**src/rtl/upc_pkg.sv**
```systemverilog
// Shared types for the upper-level translation cache.
// Assumes the attribute set is fixed by the paging format, so it is kept out of the parameters.
package upc_pkg;

    // Permission bits that take part in the two-level merge.
    typedef struct packed {
        logic wr;
        logic usr;
        logic nx;
    } upc_perm_t;

    // Attribute set stored with each entry.
    typedef struct packed {
        logic wr;
        logic usr;
        logic nx;
        logic pcd;
        logic pwt;
    } upc_attr_t;

endpackage

```
**src/rtl/upc_merge.sv**
```systemverilog
// Merges the permission bits of two table levels into the attribute set stored in one entry.
// Assumes: plain combinational logic. A permission survives only if both levels grant it,
// execute-disable holds if either level sets it, and cache control comes from the lower level.
module upc_merge
    import upc_pkg::*;
(
    input  upc_perm_t top_p,
    input  upc_attr_t nxt_a,
    output upc_attr_t merged
);

    // Build the stored attribute set from both levels.
    always_comb begin
        merged.wr  = top_p.wr  & nxt_a.wr;
        merged.usr = top_p.usr & nxt_a.usr;
        merged.nx  = top_p.nx  | nxt_a.nx;
        merged.pcd = nxt_a.pcd;
        merged.pwt = nxt_a.pwt;
    end

endmodule

```
**src/rtl/upc_match.sv**
```systemverilog
// Compares one search key with every stored tag and returns one match bit per slot.
// Assumes an invalid slot never matches. Slot contents are supplied by the caller.
module upc_match #(
    parameter int N     = 8,
    parameter int TAG_W = 18
) (
    input  logic [N-1:0][TAG_W-1:0] tags,
    input  logic [N-1:0]            valid,
    input  logic [TAG_W-1:0]        key,
    output logic [N-1:0]            hit_vec
);

    // One equality comparator per slot.
    for (genvar g = 0; g < N; g++) begin : g_cmp
        assign hit_vec[g] = valid[g] && (tags[g] == key);
    end

endmodule

```
**src/rtl/upc_victim.sv**
```systemverilog
// Chooses the slot that a fill writes: the matching slot, then the lowest free slot,
// then the round-robin pointer. The pointer steps only when it is actually used.
// Assumes at most one bit of same_vec is set.
module upc_victim #(
    parameter int N     = 8,
    parameter int IDX_W = 3
) (
    input  logic             clk,
    input  logic             rst_n,
    input  logic [N-1:0]     valid,
    input  logic [N-1:0]     same_vec,
    input  logic             fire,
    output logic [IDX_W-1:0] slot
);

    logic [IDX_W-1:0] ptr_q;
    logic [IDX_W-1:0] free_idx;
    logic [IDX_W-1:0] same_idx;
    logic             free_any;
    logic             use_rr;

    // Encode the lowest free slot and the matching slot.
    always_comb begin
        free_any = 1'b0;
        free_idx = '0;
        same_idx = '0;
        for (int i = N - 1; i >= 0; i--) begin
            if (!valid[i]) begin
                free_any = 1'b1;
                free_idx = IDX_W'(i);
            end
            if (same_vec[i]) begin
                same_idx = IDX_W'(i);
            end
        end
    end

    // Choose by priority: refill in place, then free slot, then the pointer.
    always_comb begin
        use_rr = 1'b0;
        if (|same_vec) begin
            slot = same_idx;
        end else if (free_any) begin
            slot = free_idx;
        end else begin
            slot   = ptr_q;
            use_rr = 1'b1;
        end
    end

    // Step the round-robin pointer after each eviction, wrapping at the last slot.
    always_ff @(posedge clk) begin
        if (!rst_n) begin
            ptr_q <= '0;
        end else if (fire && use_rr) begin
            ptr_q <= (ptr_q == IDX_W'(N - 1)) ? '0 : ptr_q + 1'b1;
        end
    end

endmodule

```
**src/rtl/upl_xlat_cache.sv**
```systemverilog
// Fully associative cache of merged top-two-level walk results, tagged by the upper
// linear-address bits. Lookup is combinational. Fill, invalidate and flush take effect at
// the clock edge, and a fill is dropped when maintenance is requested in the same cycle.
// Assumes the walker never relies on this block to notice table edits in memory.
module upl_xlat_cache
    import upc_pkg::*;
#(
    parameter int ENTRIES = 8,
    parameter int LA_W    = 48,
    parameter int TAG_LSB = 30,
    parameter int PA_W    = 40
) (
    input  logic            clk,
    input  logic            rst_n,
    input  logic [LA_W-1:0] lk_addr,
    output logic            lk_hit,
    output logic [PA_W-1:0] lk_base,
    output logic            lk_wr,
    output logic            lk_usr,
    output logic            lk_nx,
    output logic            lk_pcd,
    output logic            lk_pwt,
    input  logic            fill_en,
    input  logic [LA_W-1:0] fill_addr,
    input  logic [PA_W-1:0] fill_base,
    input  logic            fill_top_wr,
    input  logic            fill_top_usr,
    input  logic            fill_top_nx,
    input  logic            fill_top_pcd,
    input  logic            fill_top_pwt,
    input  logic            fill_nxt_wr,
    input  logic            fill_nxt_usr,
    input  logic            fill_nxt_nx,
    input  logic            fill_nxt_pcd,
    input  logic            fill_nxt_pwt,
    input  logic            inv_en,
    input  logic [LA_W-1:0] inv_addr,
    input  logic            flush
);

    localparam int TAG_W = LA_W - TAG_LSB;
    localparam int IDX_W = (ENTRIES > 1) ? $clog2(ENTRIES) : 1;

    logic [ENTRIES-1:0]            valid_q;
    logic [ENTRIES-1:0][TAG_W-1:0] tag_q;
    logic [ENTRIES-1:0][PA_W-1:0]  base_q;
    upc_attr_t                     attr_q [ENTRIES];

    logic [TAG_W-1:0]   lk_tag, fill_tag, inv_tag;
    logic [ENTRIES-1:0] lk_match, fill_match, inv_match;
    logic [IDX_W-1:0]   fill_slot;
    logic               fill_go;
    upc_perm_t          top_p;
    upc_attr_t          nxt_a, new_a, lk_a;
    logic               unused_bits;

    assign lk_tag   = lk_addr[LA_W-1:TAG_LSB];
    assign fill_tag = fill_addr[LA_W-1:TAG_LSB];
    assign inv_tag  = inv_addr[LA_W-1:TAG_LSB];
    assign fill_go  = fill_en && !flush && !inv_en;

    // Collect the inputs that the block deliberately ignores.
    assign unused_bits = ^{lk_addr[TAG_LSB-1:0], fill_addr[TAG_LSB-1:0],
                           inv_addr[TAG_LSB-1:0], fill_top_pcd, fill_top_pwt};

    // Gather the fill-side attribute bits of both levels.
    assign top_p = '{wr: fill_top_wr, usr: fill_top_usr, nx: fill_top_nx};
    assign nxt_a = '{wr: fill_nxt_wr, usr: fill_nxt_usr, nx: fill_nxt_nx,
                     pcd: fill_nxt_pcd, pwt: fill_nxt_pwt};

    upc_merge u_merge (
        .top_p  (top_p),
        .nxt_a  (nxt_a),
        .merged (new_a)
    );

    upc_match #(.N(ENTRIES), .TAG_W(TAG_W)) u_lk_match (
        .tags (tag_q), .valid (valid_q), .key (lk_tag), .hit_vec (lk_match)
    );

    upc_match #(.N(ENTRIES), .TAG_W(TAG_W)) u_fill_match (
        .tags (tag_q), .valid (valid_q), .key (fill_tag), .hit_vec (fill_match)
    );

    upc_match #(.N(ENTRIES), .TAG_W(TAG_W)) u_inv_match (
        .tags (tag_q), .valid (valid_q), .key (inv_tag), .hit_vec (inv_match)
    );

    upc_victim #(.N(ENTRIES), .IDX_W(IDX_W)) u_victim (
        .clk      (clk),
        .rst_n    (rst_n),
        .valid    (valid_q),
        .same_vec (fill_match),
        .fire     (fill_go),
        .slot     (fill_slot)
    );

    // Valid bits: reset and flush clear all, invalidate clears matches, fill sets its slot.
    always_ff @(posedge clk) begin
        if (!rst_n) begin
            valid_q <= '0;
        end else if (flush) begin
            valid_q <= '0;
        end else if (inv_en) begin
            valid_q <= valid_q & ~inv_match;
        end else if (fill_go) begin
            valid_q[fill_slot] <= 1'b1;
        end
    end

    // Entry payload: written only by an accepted fill, never refreshed from memory.
    always_ff @(posedge clk) begin
        if (fill_go) begin
            tag_q[fill_slot]  <= fill_tag;
            base_q[fill_slot] <= fill_base;
            attr_q[fill_slot] <= new_a;
        end
    end

    // Combinational read-out: OR together the payload of the one matching slot.
    always_comb begin
        lk_base = '0;
        lk_a    = '0;
        for (int i = 0; i < ENTRIES; i++) begin
            if (lk_match[i]) begin
                lk_base = lk_base | base_q[i];
                lk_a    = upc_attr_t'(lk_a | attr_q[i]);
            end
        end
    end

    assign lk_hit = |lk_match;
    assign lk_wr  = lk_a.wr;
    assign lk_usr = lk_a.usr;
    assign lk_nx  = lk_a.nx;
    assign lk_pcd = lk_a.pcd;
    assign lk_pwt = lk_a.pwt;

endmodule

```
**config.mk**
```make
export PLATFORM = sky130hd
export DESIGN_NAME = upl_xlat_cache
export DESIGN_NICKNAME = d
export VERILOG_FILES = /design/src/rtl/upc_pkg.sv /design/src/rtl/upc_merge.sv /design/src/rtl/upc_match.sv /design/src/rtl/upc_victim.sv /design/src/rtl/upl_xlat_cache.sv
export SDC_FILE = /design/constraint.sdc
export NUM_CORES = 1
export LEC_CHECK = 0
export CORE_MARGIN = 2
export CORE_UTILIZATION = 40
export DETAILED_ROUTE_END_ITERATION = 12
export GPL_ROUTABILITY_DRIVEN = 0
export GPL_TIMING_DRIVEN = 0
export PLACE_DENSITY_LB_ADDON = 0.2
export SYNTH_ARGS = -nofsm -noshare
export SYNTH_HDL_FRONTEND = slang
export SYNTH_SLANG_ARGS = --single-unit
```
**constraint.sdc**
```tcl
create_clock -name clk -period 13.18 [get_ports clk]
set_clock_uncertainty 0.15 [all_clocks]
set_input_delay 1.318 -clock clk [delete_from_list [all_inputs] [get_ports clk]]
set_output_delay 1.318 -clock clk [all_outputs]
set_load 0.01 [all_outputs]
```
# Yosys cells after proc, flatten, opt, wreduce, memory -nomap -nowiden
# Memory sizes are Yosys's and may differ from the RTL's.
# Index checks and enable logic that the tools add are counted.
# classes
addsub	1
order_cmp	2
eq_ne	25
muxes	57
n_bitwise	21
reduce_logical	34
# ops
operator	n
== test 18 bit	24
two-way mux 40 bit	9
bitwise mux 320 bit	1
OR 40 bit	7
bitwise mux 144 bit	1
demux 40 bit (select 3 bit)	1
two-way mux 3 bit	19
demux 18 bit (select 3 bit)	1
two-way mux 5 bit	8
OR 5 bit	7
logical AND 1 bit	28
two-way mux 18 bit	1
two-way mux 8 bit	2
OR reduction 8 bit	2
two-way mux 1 bit	13
bitwise AND 8 bit	1
inverter 8 bit	1
OR 8 bit	1
< comparator 3 x 4 -> 1 bit, second input constant	1
adder 3 x 1 -> 3 bit, second input constant	1
demux 1 bit (select 3 bit)	1
== test 3 bit, second input constant	1
greater-or-equal comparator 3 x 1 -> 1 bit, second input constant	1
bitwise AND 1 bit	2
5 further kinds	6
# totals
reg_bits	475
ramBits	40
out_inout_bits	46
word_cells	159
memories	1
# mem_list
memory	words	word_bits	rd	rd_clocked_by_memory_dff	wr	line	text
attr_q	8	5	8	0	1	upl_xlat_cache.sv:47	upc_attr_t attr_q [ENTRIES];

# Longest topological paths before layout
# depth
depth_word	18
mapped_depth	10
depth_no_buf	9

# Hierarchy
# A second synthesis with hierarchy kept.
# unflattened
hier_cells	1498
hier_area_um2	23244.8
# modules_own_cells
mod	n_inst	cells_per_inst	area_each_um2	seq_area_each_um2
upl_xlat_cache	1	819	17410.4	15294.7
upc_match	3	210	1818.0	0.0
upc_victim	1	44	346.6	60.1
upc_merge	1	5	33.8	0.0

# Worst setup path before layout
# OpenSTA, ideal clock, no wires.
# synth_timing
kind	input to register
startpoint	input port fill_addr[40]
endpoint	memory attr_q[3][0] (netlist name) (enable)
arrival_ps	9122
required_ps	12391
path_slack_ps	3269
path_stages	9
path_buffers	1
path_cell_list	buf_4 -> xor2_1 -> or3_1 -> or3_1 -> a311o_1 -> a32oi_1 -> o21a_2 -> o21ai_2 -> nor4_1
# synth_via
elab_chain_cells	11
word_cells_on_any_way	26
# synth_rtl
element	line	text
start, declared	upl_xlat_cache.sv:24	input logic [LA_W-1:0] fill_addr,
== test 18 bit	upc_match.sv:15	assign hit_vec[g] = valid[g] && (tags[g] == key);
logical AND 1 bit	upc_match.sv:15	
two-way mux 3 bit (8 in a row)	upc_victim.sv:32	if (same_vec[i]) begin
two-way mux 3 bit (*)	upc_victim.sv:41	if (|same_vec) begin
end, declared	upl_xlat_cache.sv:47	
# Mark *: on every way between the ends. The rest lies on a longest branch, timed or not.

# Worst setup path after layout
# layout_timing
startpoint	input port lk_addr[39]
endpoint	output port lk_base[30]
# layout_via
elab_chain_cells	17
word_cells_on_any_way	31
# layout_rtl
element	line	text
start, declared	upl_xlat_cache.sv:15	input logic [LA_W-1:0] lk_addr,
== test 18 bit	upc_match.sv:15	
logical AND 1 bit	upc_match.sv:15	
two-way mux 40 bit	upl_xlat_cache.sv:125	if (lk_match[i]) begin
OR 40 bit	upl_xlat_cache.sv:126	lk_base = lk_base | base_q[i];
two-way mux 40 bit	upl_xlat_cache.sv:125	
OR 40 bit	upl_xlat_cache.sv:126	
two-way mux 40 bit	upl_xlat_cache.sv:125	
OR 40 bit	upl_xlat_cache.sv:126	
two-way mux 40 bit	upl_xlat_cache.sv:125	
OR 40 bit	upl_xlat_cache.sv:126	
two-way mux 40 bit	upl_xlat_cache.sv:125	
OR 40 bit	upl_xlat_cache.sv:126	
two-way mux 40 bit	upl_xlat_cache.sv:125	
OR 40 bit	upl_xlat_cache.sv:126	
two-way mux 40 bit	upl_xlat_cache.sv:125	
OR 40 bit	upl_xlat_cache.sv:126	
two-way mux 40 bit (*)	upl_xlat_cache.sv:125	
end, declared	upl_xlat_cache.sv:17	output logic [PA_W-1:0] lk_base,
# Marked as above.

==> flow_summary.toml <==
[routing]
dr.first_iter.drc_count = 1592
routedWlPerCell_um = 30.3
first_pass_iters = 7
vias = 14512
via_per_inst = 5.79
wl_um = 75900
drc = 0
postRouteAntennaNets = 0

[synth]
synth_edf_count = 504
ys_seq_elements = 515
syn_area_sq_um = 22800
synthCells = 1515
synth_flop_cell = "edfxtp_1"
avgSynthCellArea_sq_um = 15.1
syn-num-nets = 1716
async_flop_share_pct = 0
ys_seq_area_share_pct = 67.3
synth.distinct_cells = 52
yosysWarningCount = 0

[floorplan]
start_util_pct = 40.5
core_sq_um = 56400
rows = 87
die-area_sq_um = 59000
floorplan.die.width_um = 243
chipHeight_um = 243
top_level_ports = 245

[critical_path]
worst-path-max-fanout = 10
r2r_cells = 10
path_class = "input pin to output port"
r2r_setup_slack_ns = 8.85
rr_endpoint = "base_q[202]$_DFFE_PP_"
crit_arrival_ns = 5.51
critPathCapture = "lk_base[30]"
crit_start = "lk_addr[39]"
required_ns = 11.71
endpoint_kind = "output port"
startpoint_type = "input pin"
rr_startpoint = "tag_q[4]$_DFFE_PP_"

[global_route]
grt_overflow_total = 0
track_usage_pct = 25.5
grt_pass1_vias = 14267
antenna_found_initial = 4
grt_pass1_wl_um = 106000
grt_max_degree = 65

[clocking]
ctsResizeCount = 0
root_buffer = "clkbuf_16"
cts_buffers = 53
post_cts_buffers = 0
clkSlewWorstSetupHoldPaths_ns = 0.06
tritoncts = "built"
htreeDepth = 2
postCtsHoldBufs = 0
insertion_delay_ns = 0.62
cts.sinks = 515
clk_path_buf_depth = 3

[placed_design]
place_ws_ns = 6.25
dp.cells = 2407
hpwl_um = 52800
numPortBuffers = 115

[timing]
fmax_ghz = 0.143
rsz0062_at_grt = "false"
maxSlewViolCount = 0
setup_viol = 0
min_period_ns = 6.97
period_share_pct = 52.9
hold_viol = 0
setup_slack_ns = 6.21
tightest_slew_ns = 1.21
maxSlewHeadroom_pct = 18.5

[finish]
seqCellArea_sq_um = 15400
nNetsFinal = 1907
fillers = 4953
final_cells = 2505
multi_input_area_sq_um = 7130
syn_to_final_growth_pct = 18.9
drive_above_1_share_pct = 9.27

[run_status]
status = "finished clean"

[flow_run]
drv_cap = 0

[power]
p_leak_nw = 8.40
power_mw = 3.58
p_per_area_nw_per_um2 = 132
ir_drop_mv = 0.130

[hold_path]
min_path_type = "register to register"
[sequential cells by signal (all words and copies together), names as in the netlist]
signal          count
base_q            320
tag_q             144
attr_q             40
valid_q             8
u_victim.ptr_q      3
[cell families (layout without fill, tap and decap cells)]
| logic type | Yosys count | in the layout | synth area share [%] |
|---|---|---|---|
| other | 0 | 1 | 0 |
| AND/OR/NAND/NOR | 257 | 257 | 6.65 |
| AO/OA/AOI/OAI | 213 | 213 | 7.48 |
| buffers and inverters | 93 | 326 | 1.78 |
| multiplexers | 3 | 3 | 0.132 |
| XOR/XNOR | 432 | 432 | 16.6 |
| adder cells (fa/ha/maj) | 2 | 2 | 0.110 |
| flip-flops | 515 | 515 | 67.3 |
[synthesized netlist by cell type (all sizes together) (5+ instances only)]
library cell | n | share of area, %
nor2b | 5 | 0.15
a221oi | 45 | 1.7
and3 | 5 | 0.16
nor2 | 19 | 0.31
dfxtp | 11 | 0.96
a22oi | 90 | 3.0
xnor2 | 288 | 11
buf | 41 | 0.93
or4 | 6 | 0.20
nand4 | 83 | 2.3
nand3 | 59 | 1.3
xor2 | 144 | 5.5
a21oi | 6 | 0.13
nand2 | 14 | 0.23
clkbuf | 48 | 0.79
nor4 | 42 | 1.4
o21ai | 5 | 0.13
and2 | 7 | 0.19
nor3 | 10 | 0.22
a22o | 45 | 1.7
edfxtp | 504 | 66
[cell usage in the layout, fill, tap and decap left out, types with 9 or more instances in the layout]
master,n
nor4_1,33
a22o_1,45
buf_4,13
dfxtp_1,11
clkdlybuf4s50_1,115
buf_2,37
clkbuf_1,60
nand2_1,14
clkbuf_16,53
a221oi_1,45
nand4_1,83
bufinv_16,9
nor3_1,10
nor2_1,18
nand3_1,59
a22oi_1,90
edfxtp_1,504
xnor2_1,288
xor2_1,144
[cell type report]
class	count	area share, %
clock buffer	68	5.20
multi-input combinational	907	26.3
tap	756	3.49
antenna	1	0.00922
sequential	515	56.6
timing repair buffer	136	5.32
inverter	4	0.0645
buffer	89	1.44
clock inverter	29	1.64
[critical path: stages]
cell,delay (ns)
buf_2,0.20
xnor2_1,0.37
nand4_1,0.24
or4_1,0.64
nor4_2,0.95
clkbuf_1,0.76
a22oi_1,0.21
nand3_1,0.22
clkdlybuf4s50_1,0.57
[worst min path at each step]
stage                                              start                              to  slack, ns  depth (start not counted)
after floorplan                  valid_q[4]$_SDFFE_PP0P_         valid_q[4]$_SDFFE_PP0P_       0.34                          2
after global placement    u_victim.ptr_q[2]$_SDFFE_PN0P_  u_victim.ptr_q[2]$_SDFFE_PN0P_       0.40                          2
after detailed placement  u_victim.ptr_q[2]$_SDFFE_PN0P_  u_victim.ptr_q[2]$_SDFFE_PN0P_       0.41                          2
after CTS                 u_victim.ptr_q[2]$_SDFFE_PN0P_  u_victim.ptr_q[2]$_SDFFE_PN0P_       0.42                          2
after global routing      u_victim.ptr_q[1]$_SDFFE_PN0P_  u_victim.ptr_q[1]$_SDFFE_PN0P_       0.44                          2
final                     u_victim.ptr_q[2]$_SDFFE_PN0P_  u_victim.ptr_q[2]$_SDFFE_PN0P_       0.42                          2
[stage by stage]
step / hold slack [ns] / cell area, sq um / TNS (ns) / utilization [%]
floorplan: 0.338 / 22800 / 0 / -
global placement: 0.395 / 24900 / -320.09 / 44.2
detailed placement: 0.408 / 25300 / 0 / 44.8
CTS: 0.417 / 27100 / 0 / 48.1
global route: 0.438 / 27100 / 0 / 48.1
finish: 0.418 / 27100 / 0 / 48.1
[where the power goes]
part | switching [mW] | internal (mW) | leakage, nW
clock | 0.650 | 0.941 | 0.893
combinational | 0.117 | 0.0661 | 2.87
sequential | 0.00424 | 1.80 | 4.63
total | 0.771 | 2.81 | 8.40
[per-layer routing]
layer,vias up,wire length [um],track usage [%]
li1,6223,-,-
met1,7313,29900,33.0
met2,746,35600,40.5
met3,224,5670,4.83
met4,6,4660,14.1
met5,-,44,0
(Power assumes the default switching activity.)
